## src/rtl/bfi_pkg.sv

```systemverilog
package bfi_pkg;
  parameter int unsigned DATA_W    = 64;
  parameter int unsigned NARROW_W  = 32;
  parameter int unsigned ARG_W     = 32;
  parameter int unsigned CLIP_BITS = 8;
  localparam int unsigned HI_W     = DATA_W - NARROW_W;

  typedef logic [DATA_W-1:0] word_t;
  typedef logic [ARG_W-1:0]  arg_t;
endpackage

```

## src/rtl/bfi_lane.sv

```systemverilog
module bfi_lane #(
  parameter int unsigned W         = 64,
  parameter int unsigned ARG_W     = 32,
  parameter int unsigned CLIP_BITS = 0   // 0: use full argument
) (
  input  logic [W-1:0]     ins_i,
  input  logic [W-1:0]     base_i,
  input  logic [ARG_W-1:0] pos_i,
  input  logic [ARG_W-1:0] len_i,
  output logic [W-1:0]     res_o
);
  localparam int unsigned SH_W = $clog2(W);

  logic [ARG_W-1:0] pos_e, len_e;
  logic             pos_oor, len_full;
  logic [W-1:0]     low_ones, mask, shifted;

  if (CLIP_BITS > 0 && CLIP_BITS < ARG_W) begin : g_clip
    assign pos_e = {{(ARG_W-CLIP_BITS){1'b0}}, pos_i[CLIP_BITS-1:0]};
    assign len_e = {{(ARG_W-CLIP_BITS){1'b0}}, len_i[CLIP_BITS-1:0]};
  end else begin : g_full
    assign pos_e = pos_i;
    assign len_e = len_i;
  end

  assign pos_oor  = pos_e >= ARG_W'(W);
  assign len_full = len_e >= ARG_W'(W);

  always_comb begin
    low_ones = len_full ? {W{1'b1}} : ~({W{1'b1}} << len_e[SH_W-1:0]);
    mask     = low_ones << pos_e[SH_W-1:0];
    shifted  = ins_i << pos_e[SH_W-1:0];
    res_o    = pos_oor ? base_i : ((base_i & ~mask) | (mask & shifted));
  end
endmodule

```

## src/rtl/bfi_out_reg.sv

```systemverilog
module bfi_out_reg #(
  parameter int unsigned W = 64
) (
  input  logic         clk_i,
  input  logic         rst_ni,
  input  logic         in_valid_i,
  output logic         in_ready_o,
  input  logic [W-1:0] d_i,
  output logic         out_valid_o,
  input  logic         out_ready_i,
  output logic [W-1:0] q_o
);
  logic         vld_q;
  logic [W-1:0] q_q;

  assign in_ready_o  = ~vld_q | out_ready_i;
  assign out_valid_o = vld_q;
  assign q_o         = q_q;

  always_ff @(posedge clk_i or negedge rst_ni) begin
    if (!rst_ni) begin
      vld_q <= 1'b0;
      q_q   <= '0;
    end else if (in_ready_o) begin
      vld_q <= in_valid_i;
      if (in_valid_i) q_q <= d_i;
    end
  end
endmodule

```

## src/rtl/bit_insert_unit.sv

```systemverilog
module bit_insert_unit
  import bfi_pkg::*;
(
  input  logic              clk_i,
  input  logic              rst_ni,
  input  logic              op_valid_i,
  output logic              op_ready_o,
  input  logic              wide_i,
  input  logic [DATA_W-1:0] ins_i,
  input  logic [DATA_W-1:0] base_i,
  input  logic [ARG_W-1:0]  pos_i,
  input  logic [ARG_W-1:0]  len_i,
  output logic              res_valid_o,
  input  logic              res_ready_i,
  output logic [DATA_W-1:0] res_o
);
  logic [NARROW_W-1:0] narrow_res;
  logic [DATA_W-1:0]   wide_res, next_res;

  bfi_lane #(.W(NARROW_W), .ARG_W(ARG_W), .CLIP_BITS(CLIP_BITS)) u_narrow (
    .ins_i (ins_i[NARROW_W-1:0]),
    .base_i(base_i[NARROW_W-1:0]),
    .pos_i (pos_i),
    .len_i (len_i),
    .res_o (narrow_res)
  );

  bfi_lane #(.W(DATA_W), .ARG_W(ARG_W), .CLIP_BITS(0)) u_wide (
    .ins_i (ins_i),
    .base_i(base_i),
    .pos_i (pos_i),
    .len_i (len_i),
    .res_o (wide_res)
  );

  assign next_res = wide_i ? wide_res : {{HI_W{1'b0}}, narrow_res};

  bfi_out_reg #(.W(DATA_W)) u_out (
    .clk_i      (clk_i),
    .rst_ni     (rst_ni),
    .in_valid_i (op_valid_i),
    .in_ready_o (op_ready_o),
    .d_i        (next_res),
    .out_valid_o(res_valid_o),
    .out_ready_i(res_ready_i),
    .q_o        (res_o)
  );
endmodule

```

## config.mk

```make
export PLATFORM = sky130hd
export DESIGN_NAME = bit_insert_unit
export DESIGN_NICKNAME = d
export VERILOG_FILES = /design/src/rtl/bfi_pkg.sv /design/src/rtl/bfi_lane.sv /design/src/rtl/bfi_out_reg.sv /design/src/rtl/bit_insert_unit.sv
export SDC_FILE = /design/constraint.sdc
export NUM_CORES = 1
export LEC_CHECK = 0
export ABC_CLOCK_PERIOD_IN_PS = 1200
export BUFFER_PORTS_ARGS = -buffer_cell sky130_fd_sc_hd__buf_2
export CAP_MARGIN = 20
export CORE_MARGIN = 4
export CORE_UTILIZATION = 54
export DETAILED_ROUTE_END_ITERATION = 10
export PLACE_DENSITY = 0.8
export SYNTH_ARGS = -nofsm -noshare
export SYNTH_HDL_FRONTEND = slang
export SYNTH_HIERARCHICAL = 1
export SYNTH_SLANG_ARGS = --single-unit
```

## constraint.sdc

```tcl
create_clock -name clk_i -period 1.2 [get_ports clk_i]
set_clock_uncertainty 0.15 [all_clocks]
set_input_delay 0.24 -clock clk_i [delete_from_list [all_inputs] [get_ports clk_i]]
set_output_delay 0.24 -clock clk_i [all_outputs]
set_load 0.01 [all_outputs]
```

==> results of run 1 <==
cell families after synthesis:
logic type	share of synthesized area (%)
multiplexers	36.6
flip-flops	10.4
AND/OR/NAND/NOR	18.1
buffers and inverters	7.06
AO/OA/AOI/OAI	27.5
adder cells (fa/ha/maj)	0.328
repair_timing:
action / 4_1_cts
hold buffers: 1
cloned: 17
setup endpoints to repair: 130
setup buffers: 141
gates resized for setup: 520
endpoints found under the hold margin: 65
pin swaps: 156
metrics by stage:
step / hold WS [ns] / instances
floorplan: -0.206 / 1879
global placement: -0.0475 / 2985
detailed placement: -0.0439 / 2985
CTS: 0.00448 / 3151
Yosys cell counts, drive strengths merged (14+ instances only):
master and number:
a211oi 40, a21oi 93, a221oi 18, a31oi 34, and2 41, and3 19
buf 115, clkbuf 80, dfrtp 65, inv 30, mux2 203, mux2i 93
mux4 97, nand2 213, nand3 46, nand4 14, nor2 121, nor3 44
nor4 27, o211ai 31, o21ai 120, o221ai 22, o22ai 36, o31ai 27
or3 15
routing by layer:
| layer | global-route usage [%] | GRT overflow |
|---|---|---|
| met5 | 66.0 | 5 |
| met4 | 93.9 | 212 |
| met3 | 80.6 | 27 |
| met2 | 99.5 | 280 |
| met1 | 85.3 | 56 |
==> summary.json, run 1 <==
{
  "status": {"value": "aborted with a tool error"},
  "failed_stage": {"value": "global routing (5_1_grt)"},
  "error": {"value": "[ERROR GRT-0116] Global routing finished with congestion. Check the congestion regions in the DRC Viewer."},
  "die-height": {"value": 178, "unit": "um"},
  "post_synth_inst_count": {"value": 1879},
  "dominant_register_cell_in_the_synthesized_netlist": {"value": "sky130_fd_sc_hd__dfrtp_1"},
  "mappedNetlistNets": {"value": 2076},
  "cts_buffer_depth": {"value": 2},
  "synth-edff-count": {"value": 0},
  "pre_cts_slack": {"value": -2.33, "unit": "ns"},
  "grt_remaining_overflow": {"value": 580},
  "globalplace.congestion": {"value": 1.29},
  "grt_util_all_layers": {"value": 89.0, "unit": "%"},
  "tritoncts_num_sinks": {"value": 65},
  "placement_rows": {"value": 62},
  "yosys_register_bits": {"value": 65},
  "ys.warnings.count": {"value": 6},
  "placed_instance_area": {"value": 22300, "unit": "um^2"},
  "library_cell_occupying_the_most_area_in_the_post_synthesis_netlist": {"value": "sky130_fd_sc_hd__mux4_2"},
  "cts_made_buffers": {"value": 9},
  "numPortBuffers": {"value": 262},
  "post_synth_main_area_contributors": {"value": "sky130_fd_sc_hd__mux4_2 14%, sky130_fd_sc_hd__dfrtp_1 10%, sky130_fd_sc_hd__mux2_4 8.5%"},
  "syn_avg_cell_area": {"value": 8.33, "unit": "um^2"},
  "clock_tree.root_cell": {"value": "sky130_fd_sc_hd__clkbuf_16"},
  "dp_hpwl": {"value": 68100, "unit": "um"},
  "maximum_number_of_pins_on_one_net_before_global_route_repair": {"value": 56},
  "postSynth.asyncResetShare": {"value": 100, "unit": "%"},
  "h-tree-depth": {"value": 3},
  "grt_first_pass_wirelength": {"value": 215000, "unit": "um"},
  "synth_area": {"value": 15700, "unit": "um^2"},
  "yosysSeqAreaShare": {"value": 10.4, "unit": "%"},
  "initial_utilization": {"value": 54.7, "unit": "%"},
  "die_x": {"value": 178, "unit": "um"},
  "first_global_vias": {"value": 31400},
  "synth_top_cell_area_share": {"value": 14.0, "unit": "%"},
  "io_pins": {"value": 263},
  "netlist-cell-type-count": {"value": 101}
}
==> run 2: changes to the inputs <==
ABC_CLOCK_PERIOD_IN_PS = 1560   (was 1200)
CORE_UTILIZATION = 40   (was 54)
PLACE_DENSITY = default   (was 0.8)
PLACE_DENSITY_LB_ADDON = 0.15   (was default)
clock period = 1.56 ns   (was 1.2 ns; I/O delays follow)
==> summary.json, run 2 <==
{
  "worstPathMaxFanout": {"value": 6},
  "ff2ff_path_depth": {"value": 4},
  "placement_rows": {"value": 72, "change": "+16%"},
  "worst_path_most_repeated_cell": {"value": "sky130_fd_sc_hd__buf_12"},
  "seq_area": {"value": 1630, "unit": "um^2"},
  "die_area": {"value": 42400, "unit": "um^2"},
  "final.setup.worst_slack": {"value": -1.47, "unit": "ns"},
  "synth_area": {"value": 15700, "unit": "um^2", "change": "unchanged"},
  "min_path_type": {"value": "in -> reg"},
  "critical_path.endpoint": {"value": "u_out/q_o[57]$_DFFE_PN0P_"},
  "die_x": {"value": 206, "unit": "um", "change": "+15%"},
  "multi_input_area": {"value": 16300, "unit": "um^2"},
  "timing_worst_slew_pin_value": {"value": 0.756, "unit": "ns"},
  "fillers": {"value": 2821},
  "ys.warnings.count": {"value": 6, "change": "unchanged"},
  "highest_count_cells_in_the_layout_ignoring_fill_and_taps": {"value": "727 x sky130_fd_sc_hd__buf_4, 241 x sky130_fd_sc_hd__buf_2, 182 x sky130_fd_sc_hd__nand2_1"},
  "antenna_cells_inserted": {"value": 0},
  "h-tree-depth": {"value": 3, "change": "unchanged"},
  "max-slew-margin-rel": {"value": 49.1, "unit": "%"},
  "library_cell_occupying_the_most_area_in_the_post_synthesis_netlist": {"value": "sky130_fd_sc_hd__mux4_2"},
  "critPathSlowestCell": {"value": "sky130_fd_sc_hd__or4_4"},
  "pre_cts_slack": {"value": -2.13, "unit": "ns", "change": "+0.202 ns"},
  "timing.rr.start": {"value": "u_out/out_valid_o$_DFFE_PN0P_"},
  "power.leakage": {"value": 12.4, "unit": "nW"},
  "setup-tns-final": {"value": -83.28, "unit": "ns"},
  "grt_remaining_overflow": {"value": 0},
  "synth_most_common_cell": {"value": "sky130_fd_sc_hd__nand2_1"},
  "worst_skew_pair.late_latency": {"value": 0.34, "unit": "ns"},
  "critical_path_buf_inv_count": {"value": 5},
  "synth-edff-count": {"value": 0, "change": "unchanged"},
  "clock_tree.root_cell": {"value": "sky130_fd_sc_hd__clkbuf_16"},
  "setup_viol": {"value": 64},
  "yosysSeqAreaShare": {"value": 10.4, "unit": "%", "change": "unchanged"},
  "ir_worst_vdd": {"value": 0.388, "unit": "mV"},
  "data_arrival_at_the_endpoint_of_the_critical_path": {"value": 3.10, "unit": "ns"},
  "globalplace.congestion": {"value": 1.12, "change": "-13%"},
  "maxClockFrequency": {"value": 330, "unit": "MHz"},
  "final-max-slew-violation-count": {"value": 0},
  "cp.depth": {"value": 14},
  "detail_route.wl_per_cell": {"value": 29.0, "unit": "um"},
  "final_common_cell": {"value": "sky130_fd_sc_hd__buf_4"},
  "syn_avg_cell_area": {"value": 8.33, "unit": "um^2", "change": "unchanged"},
  "max_stage_delay": {"value": 0.47, "unit": "ns"},
  "fin_crit_sh": {"value": 194, "unit": "%"},
  "synth_commonest_cells": {"value": "212 x sky130_fd_sc_hd__nand2_1, 120 x sky130_fd_sc_hd__nor2_1, 112 x sky130_fd_sc_hd__o21ai_0, 106 x sky130_fd_sc_hd__mux2_2, 97 x sky130_fd_sc_hd__mux4_2"},
  "mappedNetlistNets": {"value": 2076, "change": "unchanged"},
  "grt_util_all_layers": {"value": 43.2, "unit": "%"},
  "status": {"value": "complete, but fails checks"},
  "final_hold_viol_count": {"value": 0},
  "dominant_register_cell_in_the_synthesized_netlist": {"value": "sky130_fd_sc_hd__dfrtp_1"},
  "cts_buffer_depth": {"value": 2, "change": "unchanged"},
  "post_route_cells_drive_above_1_share": {"value": 68.0, "unit": "%"},
  "antenna_found_initial": {"value": 1},
  "violations": {"value": "setup timing"},
  "post_synth_inst_count": {"value": 1879, "change": "unchanged"},
  "netlist-cell-type-count": {"value": 101, "change": "unchanged"},
  "yosys_register_bits": {"value": 65, "change": "unchanged"},
  "die-height": {"value": 206, "unit": "um", "change": "+15%"},
  "critPathCaptureType": {"value": "flip-flop"},
  "cts_made_buffers": {"value": 9, "change": "unchanged"},
  "io_pins": {"value": 263, "change": "unchanged"},
  "worstPathRequired": {"value": 1.63, "unit": "ns"},
  "finish.net_count": {"value": 3049},
  "worstSetupStartpoint": {"value": "len_i[0]"},
  "max-cap-violations": {"value": 0},
  "tritoncts": {"value": "done"},
  "grt_first_pass_wirelength": {"value": 138000, "unit": "um"},
  "crit_path_cell_trace": {"value": "buf_12, buf_12, buf_12, buf_6, a21oi_4, buf_6, nand2_4, or4_4, o221a_4, a2bb2oi_4, a221oi_2, mux2_4, and2_4, mux2_4"},
  "vias_per_cell": {"value": 6.66},
  "grt_setup_unrepaired": {"value": "yes"},
  "tritoncts_num_sinks": {"value": 65, "change": "unchanged"},
  "reg2reg_to": {"value": "u_out/q_o[62]$_DFFE_PN0P_"},
  "cts.reportedPaths.clkPinSlew": {"value": 0.06, "unit": "ns"},
  "cp_top_family": {"value": "compound AO/OA/AOI/OAI gates"},
  "drt_pass1_iterations": {"value": 6},
  "r2r_slack": {"value": 0.11, "unit": "ns"},
  "largest_register_ff_count": {"value": 64},
  "setup.worst_path.class": {"value": "in -> reg"},
  "synth_top_cell_area_share": {"value": 14.0, "unit": "%", "change": "unchanged"},
  "initialDrtViolationCount": {"value": 3441},
  "route.detailed.drc": {"value": 0},
  "route.vias.total": {"value": 22500},
  "initial_utilization": {"value": 40.5, "unit": "%", "change": "-14 points"},
  "postSynth.asyncResetShare": {"value": 100, "unit": "%", "change": "unchanged"},
  "post_synth_main_area_contributors": {"value": "sky130_fd_sc_hd__mux4_2 14%, sky130_fd_sc_hd__dfrtp_1 10%, sky130_fd_sc_hd__mux2_4 8.5%"},
  "core_region_area": {"value": 38600, "unit": "um^2"},
  "maximum_number_of_pins_on_one_net_before_global_route_repair": {"value": 40},
  "power_density": {"value": 457, "unit": "nW/um^2"},
  "detail_route.wirelength": {"value": 97800, "unit": "um"},
  "first_global_vias": {"value": 21000},
  "crit_path_start_kind": {"value": "primary input"},
  "postRouteAntennaNets": {"value": 0},
  "layout-area-overhead-vs-synth": {"value": 82.2, "unit": "%"},
  "post-route-min-period": {"value": 3.03, "unit": "ns"},
  "numPortBuffers": {"value": 262, "change": "unchanged"},
  "dp_hpwl": {"value": 74800, "unit": "um", "change": "+9.8%"}
}
==> run 2: worst min-delay path by stage <==
stage                                                to        from  cells past startpoint
after floorplan           u_out/out_valid_o$_DFFE_PN0P_      rst_ni                      0
after global placement        u_out/q_o[43]$_DFFE_PN0P_      rst_ni                      1
after detailed placement      u_out/q_o[42]$_DFFE_PN0P_      rst_ni                      1
after CTS                 u_out/out_valid_o$_DFFE_PN0P_  op_valid_i                      2
after global routing      u_out/out_valid_o$_DFFE_PN0P_  op_valid_i                      2
final                     u_out/out_valid_o$_DFFE_PN0P_  op_valid_i                      2
==> run 2: power by group <==
group / switching [mW] / internal [mW]
Combinational: 4.65 / 4.42
Sequential: 0.168 / 1.94
Clock: 0.784 / 1.08
Total: 5.60 / 7.44
==> run 2: what timing repair did <==
action / 4_1_cts / 5_1_grt
gates cloned: 13 / 3
gates resized for setup: 572 / 211
endpoints found under the hold margin: 14 / 0
pin swaps: 154 / 136
setup buffers: 90 / 65
endpoints found under the setup margin: 64 / 64
hold buffers: 1 / 0
==> run 2: metrics by stage <==
stage                     util, %  area, um^2  cells  power [mW]  hold slack (ns)
after detailed placement     59.9       23100   3200        9.36            0.120
after CTS                    70.1       27100   3315        12.2           0.0499
after global placement       59.9       23100   3200        9.27            0.115
after floorplan                 -       16500   1879        5.74           -0.134
after global routing         73.8       28500   3375        13.4           0.0641
final                        73.8       28500   3375        13.0           0.0589
==> run 2: layer usage <==
metal / up-vias / GRT usage (%) / wire (um)
met5: - / 0 / 13
met1: 10800 / 61.9 / 39100
li1: 9397 / - / -
met3: 349 / 11.8 / 13900
met2: 1899 / 61.3 / 39400
met4: 2 / 17.5 / 5530
==> run 2: cells by family after synthesis <==
family,Yosys count,share of synthesized area [%]
flip-flops,65,10.4
AND/OR/NAND/NOR,581,18.1
AO/OA/AOI/OAI,606,27.5
buffers and inverters,229,7.06
multiplexers,393,36.6
adder cells (fa/ha/maj),5,0.328
==> run 2: area by class of cell <==
type | count | share of cell area, %
clock buffers | 10 | 0.803
clock inverters | 6 | 0.154
inverters | 34 | 0.474
multi-input cells | 1585 | 57.0
flip-flops and latches | 65 | 5.70
well taps | 518 | 2.27
repair buffers | 1157 | 33.6
Power figures use the tool's default switching activity.
==> run 3: changes to the inputs <==
ABC_AREA = 1   (was default)
==> summary.json, run 3 <==
{
  "ir_worst_vdd": {"value": 0.487, "unit": "mV", "change": "+25%"},
  "setup-tns-final": {"value": -58.75, "unit": "ns", "change": "+24.53 ns"},
  "grt_util_all_layers": {"value": 36.0, "unit": "%", "change": "-7.2 points"},
  "data_arrival_at_the_endpoint_of_the_critical_path": {"value": 2.69, "unit": "ns", "change": "-0.41 ns"},
  "grt_remaining_overflow": {"value": 0, "change": "unchanged"},
  "mappedNetlistNets": {"value": 3692, "change": "+78%"},
  "crit_path_start_kind": {"value": "primary input"},
  "detail_route.wirelength": {"value": 89900, "unit": "um", "change": "-8.2%"},
  "placed_instance_area": {"value": 22200, "unit": "um^2", "change": "-3.9%"},
  "finalPower": {"value": 11.4, "unit": "mW", "change": "-13%"},
  "internal-power": {"value": 5.92, "unit": "mW", "change": "-20%"},
  "worst_skew_pair.late_latency": {"value": 0.33, "unit": "ns", "change": "about the same"},
  "die_area": {"value": 45900, "unit": "um^2", "change": "+8.4%"},
  "yosys_register_bits": {"value": 65, "change": "unchanged"},
  "seq_area": {"value": 1630, "unit": "um^2", "change": "unchanged"},
  "maxClockFrequency": {"value": 383, "unit": "MHz", "change": "+16%"},
  "final_common_cell": {"value": "sky130_fd_sc_hd__nand2_1"},
  "library_cell_occupying_the_most_area_in_the_post_synthesis_netlist": {"value": "sky130_fd_sc_hd__nand2_1"},
  "layout.cell_area.non_filler": {"value": 25300, "unit": "um^2", "change": "-11%"},
  "io_pins": {"value": 263, "change": "unchanged"},
  "critPathCaptureType": {"value": "flip-flop"},
  "power.share.clock": {"value": 16.5, "unit": "%", "change": "+2.2 points"},
  "syn_avg_cell_area": {"value": 4.87, "unit": "um^2", "change": "-42%"},
  "synth_top_cell_area_share": {"value": 31.8, "unit": "%", "change": "+18 points"},
  "comb_power_share": {"value": 65.5, "unit": "%", "change": "-4.0 points"},
  "post_synth_main_area_contributors": {"value": "sky130_fd_sc_hd__nand2_1 32%, sky130_fd_sc_hd__nand3_1 25%, sky130_fd_sc_hd__dfrtp_1 9.6%"},
  "numPortBuffers": {"value": 262, "change": "unchanged"},
  "pre_cts_slack": {"value": -1.49, "unit": "ns", "change": "+0.637 ns"},
  "fillers": {"value": 4302, "change": "+52%"},
  "die_x": {"value": 214, "unit": "um", "change": "+4.1%"},
  "reg2reg_to": {"value": "u_out/q_o[6]$_DFFE_PN0P_"},
  "final_hold_viol_count": {"value": 0, "change": "unchanged"},
  "largest_register_ff_count": {"value": 64, "change": "unchanged"},
  "grt_setup_unrepaired": {"value": "yes"},
  "dp_hpwl": {"value": 70000, "unit": "um", "change": "-6.3%"},
  "fin_crit_sh": {"value": 167, "unit": "%", "change": "-27 points"},
  "post-route-min-period": {"value": 2.61, "unit": "ns", "change": "-0.418 ns"},
  "maximum_number_of_pins_on_one_net_before_global_route_repair": {"value": 70, "change": "+75%"},
  "yosysSeqAreaShare": {"value": 9.56, "unit": "%", "change": "-0.83 points"},
  "synth_commonest_cells": {"value": "1440 x sky130_fd_sc_hd__nand2_1, 847 x sky130_fd_sc_hd__nand3_1, 230 x sky130_fd_sc_hd__inv_1, 203 x sky130_fd_sc_hd__o21ai_0, 162 x sky130_fd_sc_hd__nor2_1"},
  "power_switching_share": {"value": 47.9, "unit": "%", "change": "+4.9 points"},
  "tritoncts_num_sinks": {"value": 65, "change": "unchanged"},
  "netlist-cell-type-count": {"value": 45, "change": "-55%"},
  "multi_input_area": {"value": 15600, "unit": "um^2", "change": "-4.1%"},
  "initialDrtViolationCount": {"value": 3006, "change": "-13%"},
  "vias_per_cell": {"value": 5.73, "change": "-14%"},
  "ys.warnings.count": {"value": 6, "change": "unchanged"},
  "setup.worst_path.class": {"value": "in -> reg"},
  "worstPathRequired": {"value": 1.63, "unit": "ns", "change": "about the same"},
  "first_global_vias": {"value": 23900, "change": "+14%"},
  "power_density": {"value": 449, "unit": "nW/um^2", "change": "-1.8%"},
  "cts_buffer_depth": {"value": 2, "change": "unchanged"},
  "power.leakage": {"value": 13.5, "unit": "nW", "change": "+8.4%"},
  "tritoncts": {"value": "done"},
  "violations": {"value": "setup timing"},
  "post_synth_inst_count": {"value": 3495, "change": "+86%"},
  "layout-area-overhead-vs-synth": {"value": 48.6, "unit": "%"},
  "final.setup.worst_slack": {"value": -1.05, "unit": "ns", "change": "+0.418 ns"},
  "core_region_area": {"value": 42000, "unit": "um^2", "change": "+8.8%"},
  "setup_viol": {"value": 64, "change": "unchanged"},
  "clock_tree.root_cell": {"value": "sky130_fd_sc_hd__clkbuf_16"},
  "grt_first_pass_wirelength": {"value": 133000, "unit": "um", "change": "-3.4%"},
  "cts.reportedPaths.clkPinSlew": {"value": 0.06, "unit": "ns", "change": "about the same"},
  "postRouteAntennaNets": {"value": 0, "change": "unchanged"},
  "ff2ff_path_depth": {"value": 5, "change": "+1"},
  "postSynth.asyncResetShare": {"value": 100, "unit": "%", "change": "unchanged"},
  "dominant_register_cell_in_the_synthesized_netlist": {"value": "sky130_fd_sc_hd__dfrtp_1"},
  "timing_worst_slew_pin_value": {"value": 0.536, "unit": "ns", "change": "-0.220 ns"},
  "h-tree-depth": {"value": 3, "change": "unchanged"},
  "die-height": {"value": 214, "unit": "um", "change": "+4.1%"},
  "initial_utilization": {"value": 40.5, "unit": "%", "change": "about the same"},
  "cts_made_buffers": {"value": 9, "change": "unchanged"},
  "switchingPower": {"value": 5.44, "unit": "mW", "change": "-2.9%"},
  "final-max-slew-violation-count": {"value": 0, "change": "unchanged"},
  "route.detailed.drc": {"value": 0, "change": "unchanged"},
  "timing.rr.start": {"value": "u_out/out_valid_o$_DFFE_PN0P_"},
  "status": {"value": "complete, but fails checks"},
  "drt_pass1_iterations": {"value": 6, "change": "unchanged"},
  "post_route_cells_drive_above_1_share": {"value": 33.1, "unit": "%", "change": "-35 points"},
  "max-slew-margin-rel": {"value": 63.9, "unit": "%", "change": "+15 points"},
  "antenna_found_initial": {"value": 0, "change": "-1"},
  "highest_count_cells_in_the_layout_ignoring_fill_and_taps": {"value": "1289 x sky130_fd_sc_hd__nand2_1, 584 x sky130_fd_sc_hd__nand3_1, 422 x sky130_fd_sc_hd__buf_4"},
  "synth-edff-count": {"value": 0, "change": "unchanged"},
  "min_path_type": {"value": "in -> async"},
  "max-cap-violations": {"value": 0, "change": "unchanged"},
  "placement_rows": {"value": 75, "change": "+4.2%"},
  "route.vias.total": {"value": 26200, "change": "+16%"},
  "globalplace.congestion": {"value": 1.10, "change": "-1.6%"},
  "r2r_slack": {"value": 0.32, "unit": "ns", "change": "+0.21 ns"},
  "synth_area": {"value": 17000, "unit": "um^2", "change": "+8.7%"},
  "finish.net_count": {"value": 4218, "change": "+38%"},
  "final_util": {"value": 60.1, "unit": "%", "change": "-14 points"},
  "antenna_cells_inserted": {"value": 0, "change": "unchanged"},
  "worstPathMaxFanout": {"value": 5, "change": "-1"},
  "detail_route.wl_per_cell": {"value": 19.7, "unit": "um", "change": "-32%"},
  "share_of_power_burned_in_registers": {"value": 18.0, "unit": "%", "change": "+1.8 points"},
  "synth_most_common_cell": {"value": "sky130_fd_sc_hd__nand2_1"}
}
## run 3: how the worst max path moves through the flow
stage / start / end / cells after the start
4_1_cts: len_i[7] / u_out/q_o[40]$_DFFE_PN0P_ / 25
6_report: len_i[26] / u_out/q_o[31]$_DFFE_PN0P_ / 21
3_3_place_gp: pos_i[0] / u_out/q_o[9]$_DFFE_PN0P_ / 18
5_1_grt: len_i[26] / u_out/q_o[31]$_DFFE_PN0P_ / 21
3_5_place_dp: pos_i[0] / u_out/q_o[9]$_DFFE_PN0P_ / 18
2_1_floorplan: len_i[13] / u_out/q_o[47]$_DFFE_PN0P_ / 22
## run 3: per-layer routing
metal / share of wire, % / track usage (%) / vias up
li1: - / - / 12500
met1: 38 / 43.8 / 11900
met4: 7.6 / 20.2 / 0
met3: 8.1 / 5.17 / 386
met2: 46 / 61.0 / 1429
met5: 0 / 0 / -
## run 3: through the flow
stage / hold WS, ns / std cells
global route: 0.238 / 4565
detailed placement: 0.0273 / 4526
floorplan: -0.134 / 3495
finish: 0.214 / 4565
CTS: 0.218 / 4545
global placement: 0.0259 / 4526
## run 3: timing repair
action / CTS / global route
gates cloned: 1 / 11
pin swaps: 12 / 136
buffers inserted: 1 / 9
hold buffers: 1 / 0
hold endpoints to repair: 6 / 0
gates resized for setup: 184 / 474
endpoints found under the setup margin: 64 / 64
## run 3: cell families after synthesis
kind of cell,synth area share [%]
simple gates,64.9
buf+inv,13.1
compound gates,11.1
flops,9.56
mux,1.29
## run 3: power groups by stage
stage / clock (mW) / combinational (mW) / sequential [mW]
floorplan: 0 / 3.33 / 2.16
global placement: 0 / 6.59 / 2.07
CTS: 1.89 / 6.80 / 2.04
finish: 1.87 / 7.44 / 2.04
global route: 1.97 / 7.99 / 2.08
detailed placement: 0 / 6.59 / 2.07
## run 3: cell type report
| cell class | instances | area share, % |
|---|---|---|
| Sequential cell | 65 | 6.43 |
| Clock inverter | 5 | 0.124 |
| Clock buffer | 11 | 0.960 |
| Timing Repair Buffer | 768 | 24.5 |
| Multi-Input combinational cell | 2932 | 61.6 |
| Tap cell | 539 | 2.67 |
| Inverter | 245 | 3.71 |
## run 3: critical path: stages
cell and delay [ns]:
sky130_fd_sc_hd__buf_2 0.11, sky130_fd_sc_hd__nor2_4 0.07, sky130_fd_sc_hd__nand2_2 0.07, sky130_fd_sc_hd__nor2_4 0.14, sky130_fd_sc_hd__nand2_2 0.07, sky130_fd_sc_hd__nor2_4 0.16, sky130_fd_sc_hd__buf_6 0.18, sky130_fd_sc_hd__clkbuf_16 0.16
sky130_fd_sc_hd__nand4_1 0.14, sky130_fd_sc_hd__nand3_2 0.23, sky130_fd_sc_hd__nand3_1 0.16, sky130_fd_sc_hd__nand3_2 0.12, sky130_fd_sc_hd__nand3_2 0.10, sky130_fd_sc_hd__nand2_4 0.10, sky130_fd_sc_hd__nor2_2 0.05, sky130_fd_sc_hd__o21ai_1 0.15
sky130_fd_sc_hd__inv_1 0.08, sky130_fd_sc_hd__nand2_2 0.08, sky130_fd_sc_hd__nand2_1 0.06, sky130_fd_sc_hd__nand3_1 0.08, sky130_fd_sc_hd__nand2_1 0.06
